[config.mk]
export PLATFORM = sky130hd
export DESIGN_NAME = nfc_frontend
export DESIGN_NICKNAME = d
export VERILOG_FILES = /design/src/rtl/nfc_pkg.sv /design/src/rtl/nfc_wbuf.sv /design/src/rtl/nfc_strobe_seq.sv /design/src/rtl/nfc_rb_sync.sv /design/src/rtl/nfc_frontend.sv
export SDC_FILE = /design/constraint.sdc
export NUM_CORES = 1
export LEC_CHECK = 0
export BUFFER_PORTS_ARGS = -buffer_cell sky130_fd_sc_hd__buf_2
export CELL_PAD_IN_SITES_DETAIL_PLACEMENT = 0
export CELL_PAD_IN_SITES_GLOBAL_PLACEMENT = 2
export CORE_MARGIN = 1.5
export CORE_UTILIZATION = 30
export CTS_BUF_LIST = sky130_fd_sc_hd__clkbuf_16
export DETAILED_ROUTE_END_ITERATION = 10
export PLACE_DENSITY = 0.7
export SETUP_SLACK_MARGIN = 0.1
export SYNTH_ARGS = -nofsm -noshare
export SYNTH_HDL_FRONTEND = slang
export SYNTH_SLANG_ARGS = --single-unit
[constraint.sdc]
create_clock -name clk -period 3.3 [get_ports clk]
set_clock_uncertainty 0.15 [all_clocks]
set_input_delay 0 -clock clk [delete_from_list [all_inputs] [get_ports clk]]
set_output_delay 0 -clock clk [all_outputs]
set_load 0.1 [all_outputs]
[src/rtl/nfc_pkg.sv]
package nfc_pkg;
    typedef enum logic [1:0] {
        OP_CMD  = 2'd0,
        OP_ADDR = 2'd1,
        OP_WR   = 2'd2,
        OP_RD   = 2'd3
    } nfc_op_e;

    typedef struct packed {
        nfc_op_e    op;
        logic [7:0] data;
    } nfc_entry_t;

    localparam logic [3:0] REG_CTRL  = 4'h0;
    localparam logic [3:0] REG_STAT  = 4'h1;
    localparam logic [3:0] REG_IRQ   = 4'h2;
    localparam logic [3:0] REG_CMD   = 4'h3;
    localparam logic [3:0] REG_ADDR  = 4'h4;
    localparam logic [3:0] REG_WDATA = 4'h5;
    localparam logic [3:0] REG_RDREQ = 4'h6;
    localparam logic [3:0] REG_RDATA = 4'h7;
    localparam logic [3:0] REG_RESET = 4'h8;
    localparam logic [3:0] REG_PAGE  = 4'h9;

    localparam int IRQ_NBUSY = 0;
    localparam int IRQ_OVF   = 1;
    localparam int IRQ_EDGE  = 2;
    localparam int IRQ_RDRDY = 3;
    localparam int IRQ_PGWR  = 4;
endpackage

[src/rtl/nfc_wbuf.sv]
module nfc_wbuf
    import nfc_pkg::*;
#(
    parameter int DEPTH = 4
) (
    input  logic       clk,
    input  logic       rst_n,
    input  logic       flush,
    input  logic       push,
    input  nfc_entry_t push_entry,
    input  logic       pop,
    output nfc_entry_t head,
    output logic       full,
    output logic       empty,
    output logic       drop
);
    localparam int PTR_W = (DEPTH > 1) ? $clog2(DEPTH) : 1;
    localparam int CNT_W = $clog2(DEPTH + 1);

    nfc_entry_t         mem [DEPTH];
    logic [PTR_W-1:0]   wr_ptr, rd_ptr;
    logic [CNT_W-1:0]   count;
    logic               do_push, do_pop;

    function automatic logic [PTR_W-1:0] ptr_inc(input logic [PTR_W-1:0] p);
        return (p == PTR_W'(DEPTH - 1)) ? '0 : p + 1'b1;
    endfunction

    assign full    = (count == CNT_W'(DEPTH));
    assign empty   = (count == '0);
    assign do_push = push && !full;
    assign do_pop  = pop && !empty;
    assign drop    = push && full;
    assign head    = mem[rd_ptr];

    always_ff @(posedge clk or negedge rst_n) begin
        if (!rst_n) begin
            wr_ptr <= '0;
            rd_ptr <= '0;
            count  <= '0;
        end else if (flush) begin
            wr_ptr <= '0;
            rd_ptr <= '0;
            count  <= '0;
        end else begin
            if (do_push) wr_ptr <= ptr_inc(wr_ptr);
            if (do_pop)  rd_ptr <= ptr_inc(rd_ptr);
            unique case ({do_push, do_pop})
                2'b10:   count <= count + 1'b1;
                2'b01:   count <= count - 1'b1;
                default: count <= count;
            endcase
        end
    end

    always_ff @(posedge clk) begin
        if (do_push) mem[wr_ptr] <= push_entry;
    end

    AST_NO_OVERFLOW: assert property (@(posedge clk) disable iff (!rst_n)
        count <= CNT_W'(DEPTH));
    AST_FULL_DROP: assert property (@(posedge clk) disable iff (!rst_n)
        (push && full && !pop && !flush) |=> full);
endmodule

[src/rtl/nfc_strobe_seq.sv]
module nfc_strobe_seq
    import nfc_pkg::*;
#(
    parameter int DLY_W = 4
) (
    input  logic             clk,
    input  logic             rst_n,
    input  logic             go,
    input  nfc_op_e          go_op,
    input  logic [7:0]       go_data,
    input  logic [DLY_W-1:0] rd_dly,
    input  logic [DLY_W-1:0] wr_dly,
    input  logic [7:0]       nand_din,
    output logic             idle,
    output logic             done,
    output nfc_op_e          cur_op,
    output logic [7:0]       rdata,
    output logic             nand_ce_n,
    output logic             nand_cle,
    output logic             nand_ale,
    output logic             nand_we_n,
    output logic             nand_re_n,
    output logic [7:0]       nand_dout,
    output logic             nand_doe
);
    typedef enum logic [1:0] {
        SQ_IDLE  = 2'd0,
        SQ_SETUP = 2'd1,
        SQ_LOW   = 2'd2,
        SQ_HIGH  = 2'd3
    } sq_state_e;

    sq_state_e        state, state_nx;
    logic [DLY_W-1:0] cnt;
    logic [7:0]       cur_data;
    logic [DLY_W-1:0] cur_dly;
    logic             low_end, high_end;

    assign cur_dly  = (cur_op == OP_RD) ? rd_dly : wr_dly;
    assign low_end  = (state == SQ_LOW) && (cnt == cur_dly);
    assign high_end = (state == SQ_HIGH) && (cnt == DLY_W'(1));

    always_comb begin
        state_nx = state;
        unique case (state)
            SQ_IDLE:  if (go) state_nx = SQ_SETUP;
            SQ_SETUP: state_nx = SQ_LOW;
            SQ_LOW:   if (low_end) state_nx = SQ_HIGH;
            SQ_HIGH:  if (high_end) state_nx = SQ_IDLE;
        endcase
    end

    always_ff @(posedge clk or negedge rst_n) begin
        if (!rst_n) state <= SQ_IDLE;
        else        state <= state_nx;
    end

    always_ff @(posedge clk or negedge rst_n) begin
        if (!rst_n) begin
            cnt      <= '0;
            cur_op   <= OP_CMD;
            cur_data <= '0;
            rdata    <= '0;
        end else begin
            if (state == SQ_IDLE && go) begin
                cur_op   <= go_op;
                cur_data <= go_data;
            end
            if (state != state_nx) cnt <= '0;
            else if (state == SQ_LOW || state == SQ_HIGH) cnt <= cnt + 1'b1;
            if (low_end && cur_op == OP_RD) rdata <= nand_din;
        end
    end

    always_comb begin
        idle      = (state == SQ_IDLE);
        done      = high_end;
        nand_ce_n = (state == SQ_IDLE);
        nand_cle  = (state != SQ_IDLE) && (cur_op == OP_CMD);
        nand_ale  = (state != SQ_IDLE) && (cur_op == OP_ADDR);
        nand_we_n = !((state == SQ_LOW) && (cur_op != OP_RD));
        nand_re_n = !((state == SQ_LOW) && (cur_op == OP_RD));
        nand_doe  = (state != SQ_IDLE) && (cur_op != OP_RD);
        nand_dout = cur_data;
    end

    AST_CLE_ALE_EXCL: assert property (@(posedge clk) disable iff (!rst_n)
        !(nand_cle && nand_ale));
    AST_STROBE_GAP: assert property (@(posedge clk) disable iff (!rst_n)
        $fell(nand_we_n && nand_re_n) |-> $past(nand_we_n && nand_re_n, 2));
endmodule

[src/rtl/nfc_rb_sync.sv]
module nfc_rb_sync (
    input  logic clk,
    input  logic rst_n,
    input  logic rb_pin,
    output logic rb_sync,
    output logic rb_rise
);
    logic s1, s2, s3;

    always_ff @(posedge clk or negedge rst_n) begin
        if (!rst_n) begin
            s1 <= 1'b1;
            s2 <= 1'b1;
            s3 <= 1'b1;
        end else begin
            s1 <= rb_pin;
            s2 <= s1;
            s3 <= s2;
        end
    end

    assign rb_sync = s2;
    assign rb_rise = s2 && !s3;
endmodule

[src/rtl/nfc_frontend.sv]
module nfc_frontend
    import nfc_pkg::*;
#(
    parameter int WBUF_DEPTH = 4,
    parameter int DLY_W      = 4,
    parameter int PAGE_SMALL = 256,
    parameter int PAGE_LARGE = 512,
    parameter int DATA_W     = 16
) (
    input  logic              clk,
    input  logic              rst_n,
    input  logic              bus_wr,
    input  logic [3:0]        bus_addr,
    input  logic [DATA_W-1:0] bus_wdata,
    output logic [DATA_W-1:0] bus_rdata,
    output logic              nand_ce_n,
    output logic              nand_cle,
    output logic              nand_ale,
    output logic              nand_we_n,
    output logic              nand_re_n,
    output logic [7:0]        nand_dout,
    output logic              nand_doe,
    input  logic [7:0]        nand_din,
    input  logic              nand_rb,
    input  logic [7:0]        pg_wr_data,
    output logic              pg_wr_take,
    output logic [7:0]        pg_rd_data,
    output logic              pg_rd_valid
);
    localparam int CTRL_W = 2 + 2 * DLY_W;
    localparam int RD_LSB = 2;
    localparam int WR_LSB = 2 + DLY_W;
    localparam int PCNT_W = $clog2(PAGE_LARGE);
    localparam int IRQ_W  = 5;

    typedef enum logic [1:0] {
        PG_IDLE  = 2'd0,
        PG_READ  = 2'd1,
        PG_WRITE = 2'd2
    } pg_state_e;

    // control fields
    logic             pg_large, bus_wide;
    logic [DLY_W-1:0] rd_dly, wr_dly;

    logic [IRQ_W-1:0] irq_stat, irq_set, irq_clr;
    logic [7:0]       rd_byte;
    logic             rst_req, pend_rd, pend_wr;
    pg_state_e        pg_state, pg_state_nx;
    logic [PCNT_W-1:0] pg_cnt, pg_last;

    // buffer
    logic       buf_push, buf_pop, buf_full, buf_empty, buf_drop, buf_flush;
    logic       buf_full_q;
    nfc_entry_t buf_in, buf_head;

    // sequencer
    logic       seq_go, seq_idle, seq_done;
    nfc_op_e    seq_op, seq_cur_op;
    logic [7:0] seq_data, seq_rdata;

    logic rb_sync, rb_rise;
    logic abort, start_rd, start_wr, pg_active, pg_issue, pg_end;
    logic wr_busy, rd_busy;
    logic wr_ctrl, wr_irq, wr_reset, wr_page;
    logic unused_bits;

    assign unused_bits = ^{bus_wdata[DATA_W-1:CTRL_W]};

    assign wr_ctrl  = bus_wr && (bus_addr == REG_CTRL);
    assign wr_irq   = bus_wr && (bus_addr == REG_IRQ);
    assign wr_reset = bus_wr && (bus_addr == REG_RESET);
    assign wr_page  = bus_wr && (bus_addr == REG_PAGE);

    // entry decode into the buffer
    always_comb begin
        buf_push    = 1'b0;
        buf_in.op   = OP_CMD;
        buf_in.data = bus_wdata[7:0];
        if (bus_wr) begin
            unique case (bus_addr)
                REG_CMD:   begin buf_push = 1'b1; buf_in.op = OP_CMD;  end
                REG_ADDR:  begin buf_push = 1'b1; buf_in.op = OP_ADDR; end
                REG_WDATA: begin buf_push = 1'b1; buf_in.op = OP_WR;   end
                REG_RDREQ: begin buf_push = 1'b1; buf_in.op = OP_RD;   end
                default:   buf_push = 1'b0;
            endcase
        end
    end

    nfc_wbuf #(.DEPTH(WBUF_DEPTH)) i_wbuf (
        .clk        (clk),
        .rst_n      (rst_n),
        .flush      (buf_flush),
        .push       (buf_push),
        .push_entry (buf_in),
        .pop        (buf_pop),
        .head       (buf_head),
        .full       (buf_full),
        .empty      (buf_empty),
        .drop       (buf_drop)
    );

    nfc_strobe_seq #(.DLY_W(DLY_W)) i_seq (
        .clk       (clk),
        .rst_n     (rst_n),
        .go        (seq_go),
        .go_op     (seq_op),
        .go_data   (seq_data),
        .rd_dly    (rd_dly),
        .wr_dly    (wr_dly),
        .nand_din  (nand_din),
        .idle      (seq_idle),
        .done      (seq_done),
        .cur_op    (seq_cur_op),
        .rdata     (seq_rdata),
        .nand_ce_n (nand_ce_n),
        .nand_cle  (nand_cle),
        .nand_ale  (nand_ale),
        .nand_we_n (nand_we_n),
        .nand_re_n (nand_re_n),
        .nand_dout (nand_dout),
        .nand_doe  (nand_doe)
    );

    nfc_rb_sync i_rb (
        .clk     (clk),
        .rst_n   (rst_n),
        .rb_pin  (nand_rb),
        .rb_sync (rb_sync),
        .rb_rise (rb_rise)
    );

    // arbitration between buffer entries and page bytes
    assign abort     = rst_req && seq_idle;
    assign buf_flush = abort;
    assign pg_active = (pg_state != PG_IDLE);
    assign start_rd  = !pg_active && pend_rd && buf_empty && seq_idle && !rst_req;
    assign start_wr  = !pg_active && pend_wr && !pend_rd && buf_empty && seq_idle && !rst_req;
    assign pg_issue  = pg_active && seq_idle && !rst_req;
    assign buf_pop   = !pg_active && seq_idle && !buf_empty && !rst_req;
    assign seq_go    = buf_pop || pg_issue;
    assign pg_last   = pg_large ? PCNT_W'(PAGE_LARGE - 1) : PCNT_W'(PAGE_SMALL - 1);
    assign pg_end    = pg_active && seq_done && (pg_cnt == pg_last);

    always_comb begin
        unique case (pg_state)
            PG_READ:  begin seq_op = OP_RD; seq_data = 8'h00;      end
            PG_WRITE: begin seq_op = OP_WR; seq_data = pg_wr_data; end
            default:  begin seq_op = buf_head.op; seq_data = buf_head.data; end
        endcase
    end

    assign pg_wr_take  = pg_issue && (pg_state == PG_WRITE);
    assign pg_rd_valid = seq_done && (pg_state == PG_READ);
    assign pg_rd_data  = seq_rdata;

    // page FSM
    always_comb begin
        pg_state_nx = pg_state;
        unique case (pg_state)
            PG_IDLE: begin
                if (start_rd)      pg_state_nx = PG_READ;
                else if (start_wr) pg_state_nx = PG_WRITE;
            end
            PG_READ, PG_WRITE: begin
                if (abort || pg_end) pg_state_nx = PG_IDLE;
            end
            default: pg_state_nx = PG_IDLE;
        endcase
    end

    always_ff @(posedge clk or negedge rst_n) begin
        if (!rst_n) pg_state <= PG_IDLE;
        else        pg_state <= pg_state_nx;
    end

    // interrupt sources
    always_comb begin
        irq_set = '0;
        irq_set[IRQ_NBUSY] = rb_rise;
        irq_set[IRQ_OVF]   = buf_drop;
        irq_set[IRQ_EDGE]  = buf_full_q && !buf_full;
        irq_set[IRQ_RDRDY] = seq_done && (seq_cur_op == OP_RD) && !pg_active;
        irq_set[IRQ_PGWR]  = pg_end && (pg_state == PG_WRITE);
        irq_clr = wr_irq ? bus_wdata[IRQ_W-1:0] : '0;
    end

    always_ff @(posedge clk or negedge rst_n) begin
        if (!rst_n) begin
            pg_large   <= 1'b0;
            bus_wide   <= 1'b0;
            rd_dly     <= '0;
            wr_dly     <= '0;
            irq_stat   <= '0;
            rd_byte    <= '0;
            rst_req    <= 1'b0;
            pend_rd    <= 1'b0;
            pend_wr    <= 1'b0;
            pg_cnt     <= '0;
            buf_full_q <= 1'b0;
        end else begin
            buf_full_q <= buf_full;
            irq_stat   <= (irq_stat & ~irq_clr) | irq_set;
            if (wr_ctrl) begin
                pg_large <= bus_wdata[0];
                bus_wide <= bus_wdata[1];
                rd_dly   <= bus_wdata[RD_LSB +: DLY_W];
                wr_dly   <= bus_wdata[WR_LSB +: DLY_W];
            end
            if (irq_set[IRQ_RDRDY]) rd_byte <= seq_rdata;
            if (abort) begin
                rst_req <= 1'b0;
                pend_rd <= 1'b0;
                pend_wr <= 1'b0;
                pg_cnt  <= '0;
            end else begin
                if (wr_reset && bus_wdata[0]) rst_req <= 1'b1;
                if (start_rd)                   pend_rd <= 1'b0;
                else if (wr_page && bus_wdata[0]) pend_rd <= 1'b1;
                if (start_wr)                   pend_wr <= 1'b0;
                else if (wr_page && bus_wdata[1]) pend_wr <= 1'b1;
                if (start_rd || start_wr)       pg_cnt <= '0;
                else if (pg_active && seq_done) pg_cnt <= pg_cnt + 1'b1;
            end
        end
    end

    assign wr_busy = pend_wr || (pg_state == PG_WRITE);
    assign rd_busy = pend_rd || (pg_state == PG_READ);

    // register read mux
    always_comb begin
        bus_rdata = '0;
        unique case (bus_addr)
            REG_CTRL: begin
                bus_rdata[0] = pg_large;
                bus_rdata[1] = bus_wide;
                bus_rdata[RD_LSB +: DLY_W] = rd_dly;
                bus_rdata[WR_LSB +: DLY_W] = wr_dly;
            end
            REG_STAT:  bus_rdata[4:0] = {buf_empty, rd_busy, wr_busy, buf_full, rb_sync};
            REG_IRQ:   bus_rdata[IRQ_W-1:0] = irq_stat;
            REG_RDATA: bus_rdata[7:0] = rd_byte;
            REG_RESET: bus_rdata[0] = rst_req;
            REG_PAGE:  bus_rdata[1:0] = {wr_busy, rd_busy};
            default:   bus_rdata = '0;
        endcase
    end

    AST_CE_ACTIVE: assert property (@(posedge clk) disable iff (!rst_n)
        (!nand_we_n || !nand_re_n) |-> !nand_ce_n);
    AST_RB_IRQ: assert property (@(posedge clk) disable iff (!rst_n)
        $rose(rb_sync) |=> irq_stat[IRQ_NBUSY]);
    AST_RST_SELF: assert property (@(posedge clk) disable iff (!rst_n)
        (rst_req && seq_idle) |=> (!rst_req && buf_empty && pg_state == PG_IDLE));
    AST_RD_READY: assert property (@(posedge clk) disable iff (!rst_n)
        (seq_done && seq_cur_op == OP_RD && !pg_active) |=> irq_stat[IRQ_RDRDY]);
    AST_ONE_SOURCE: assert property (@(posedge clk) disable iff (!rst_n)
        !(buf_pop && pg_issue));
endmodule

==> results.json <==
{
  "status": "finished, final reports clean",
  "wirelength_mm": 13.2,
  "fin_crit_ps": 2590,
  "remaining_drc_errors": 0,
  "synth_cells": 453,
  "async_flop_share": 0.643,
  "grt_util_all_layers": 0.153,
  "setup_ws_ps": 713,
  "grt_overflow": 0,
  "final_cell_area_um2": 6520,
  "power_leakage_nw": 2.77,
  "nFillCells": 1677,
  "slew_viol_final": 0,
  "layout_commonest_cell": "dfrtp_1",
  "clk_latency_ps": 350,
  "startpoint_type": "flip-flop",
  "io_pins": 80,
  "swShare": 0.468,
  "seqPwrFrac": 0.369,
  "cts_tree": "done",
  "required_ps": 3440,
  "comb_power_share": 0.442,
  "grt_pass1_wl_mm": 21.5,
  "root_buffer": "clkbuf_16",
  "tightest_slew_ps": 971,
  "ant_nets": 0,
  "gp_congestion": 0.796,
  "grt_busiest_layer": "met2",
  "numCtsBuffers": 9,
  "clock_path_buffers": 2,
  "crit_arrival_ps": 2720,
  "use_met2": 0.238,
  "timing.slew.headroom": 0.353,
  "final_cell_mix": "69 x dfrtp_1, 66 x buf_2, 46 x nand2_1",
  "setup_viol": 0,
  "synth_ff_type": "dfrtp_1",
  "initial_core_util": 0.309,
  "p_sw_mw": 2.76,
  "min_path_type": "in -> reg",
  "via_count": 3785,
  "antenna_found_initial": 0,
  "ir_worst_vdd_uv": 750,
  "die_y_um": 137,
  "die_w_um": 137,
  "grt_util_met1": 0.208,
  "core_um2": 17400,
  "postSynthAreaPerCell_um2": 11.8,
  "row_count": 48,
  "areaGrowthSynthToFinish_pct": 21.6,
  "power_mw": 5.90,
  "maxCapViolCount": 0,
  "diodes": 0,
  "dr.pass1.iters": 5,
  "fmax_mhz": 387,
  "synth_edf_count": 40,
  "crit_path_max_fanout": 11,
  "hold_viol_final": 0,
  "drive_gt1_frac": 0.248,
  "final_core_util": 0.376,
  "wire_per_inst_um": 17.0,
  "die_area_um2": 18700,
  "portBuffers": 67,
  "pwr_density_cell_nw_per_um2": 905,
  "worstSetupPathType": "reg -> reg",
  "p_clk_frac": 0.189,
  "final_nets": 599,
  "dpl.hpwl_mm": 9.36,
  "gr-usage-met3": 0.0293,
  "syn_area_um2": 5360,
  "drt-vias-per-instance": 4.87,
  "yosysWarnings": 0,
  "ys_seq_area_frac": 0.561,
  "clkTransAtPathRegs_ps": 80,
  "ys_ff_latch": 112,
  "rsz0062_at_grt": "false",
  "place_area_um2": 5930,
  "fin_crit_sh": 0.784,
  "fin_setup_tns_ps": 0,
  "grt_start_max_net_pins": 73,
  "drtIter0Drc": 187,
  "ys_types": 59,
  "postCtsResizedCells": 0,
  "htreeDepth": 3,
  "grt_pass1_vias": 3976,
  "end_kind": "flip-flop",
  "p_int_mw": 3.14,
  "clkSinkCount": 112,
  "pre_cts_ws_ps": 700
}
-- cell families (layout without fill, tap and decap cells) --
group | Yosys count | in the layout | share of synthesized area
fa+ha+maj | 12 | 12 | 0.0294
mux | 39 | 39 | 0.105
simple gates | 148 | 148 | 0.140
other cells | 1 | 6 | 0.000699
buf+inv | 36 | 130 | 0.0315
compound gates | 88 | 88 | 0.105
flops | 112 | 112 | 0.561
xor+xnor | 17 | 17 | 0.0278
-- worst paths after layout --
path                            slack [ps]            endpoint  depth (start not counted)        start
worst max-delay path                   710     i_wbuf.count[2]                          9  pg_state[0]
worst min-delay path                    50             rst_req                          4  bus_addr[0]
worst max register to register         710     i_wbuf.count[2]                          9  pg_state[0]
worst min register to register         210        i_rb.rb_sync                          0      i_rb.s1
max in group asynchronous             2170           wr_dly[2]                          2        rst_n
min in group asynchronous              200  i_seq.nand_dout[2]                          2        rst_n
-- through the flow --
| step | std cells | hold slack (ps) |
|---|---|---|
| 6_report | 777 | 51.8 |
| 5_1_grt | 777 | 85.1 |
| 4_1_cts | 777 | 28.0 |
| 3_5_place_dp | 732 | -41.3 |
| 3_3_place_gp | 732 | -44.5 |
| 2_1_floorplan | 458 | -446 |
-- critical path, stage by stage (launching register included) --
cell	delay (ps)
dfrtp_1	380
inv_1	100
ha_1	430
o31ai_1	250
nor2_1	210
nand2b_1	100
inv_1	80
fa_1	190
mux4_2	500
o21ai_1	120
-- power groups by stage --
stage	clock network, mW	registers (mW)	logic [mW]
6_report	1.12	2.18	2.61
5_1_grt	1.20	2.24	2.80
4_1_cts	1.15	2.18	2.63
3_5_place_dp	0	2.21	2.60
3_3_place_gp	0	2.19	2.56
2_1_floorplan	0	2.74	1.49
-- metal layers --
layer,routed length [um],share of wire,vias up
met3,496,0.038,17
li1,-,-,1814
met2,6240,0.47,80
met1,6270,0.47,1874
met4,216,0.016,0
met5,0,0,-
-- registers in the layout, indices dropped and copies added (netlist names), 2 cells and up --
register,cells
pg_state,2
rd_byte,8
i_seq.nand_dout,8
i_seq.cur_op,2
i_seq.state,2
i_wbuf.count,3
wr_dly,4
i_wbuf.mem,40
pg_cnt,9
i_wbuf.wr_ptr,2
i_wbuf.rd_ptr,2
rd_dly,4
irq_stat,5
i_seq.cnt,4
i_seq.rdata,8
-- synthesized netlist by cell type, drive strengths merged (6+ instances only) --
master	count	share of area
a21oi	21	0.020
a22o	9	0.015
a22oi	16	0.022
and2	12	0.014
buf	11	0.014
clkbuf	11	0.0077
dfrtp	69	0.32
edfxtp	40	0.22
ha	11	0.026
inv	12	0.0084
mux2	26	0.055
mux4	11	0.046
nand2	46	0.032
nand2b	6	0.0070
nand3	9	0.0084
nor2	37	0.026
o21ai	25	0.023
xnor2	6	0.0098
xor2	11	0.018
-- area by class of cell --
cell class              instances  area, um2  share of cell area
flip-flops and latches        112       3010               0.461
well taps                     225        282              0.0432
inverters                      14       52.6             0.00806
clock inverters                 7       73.8              0.0113
repair buffers                100        658               0.101
multi-input cells             310       2220               0.341
clock buffers                   9        225              0.0345
-- what timing repair did --
action	CTS	global route
setup buffers	0	0
hold buffers	29	0
endpoints found under the hold margin	135	0
Power figures use the tool's default switching activity.
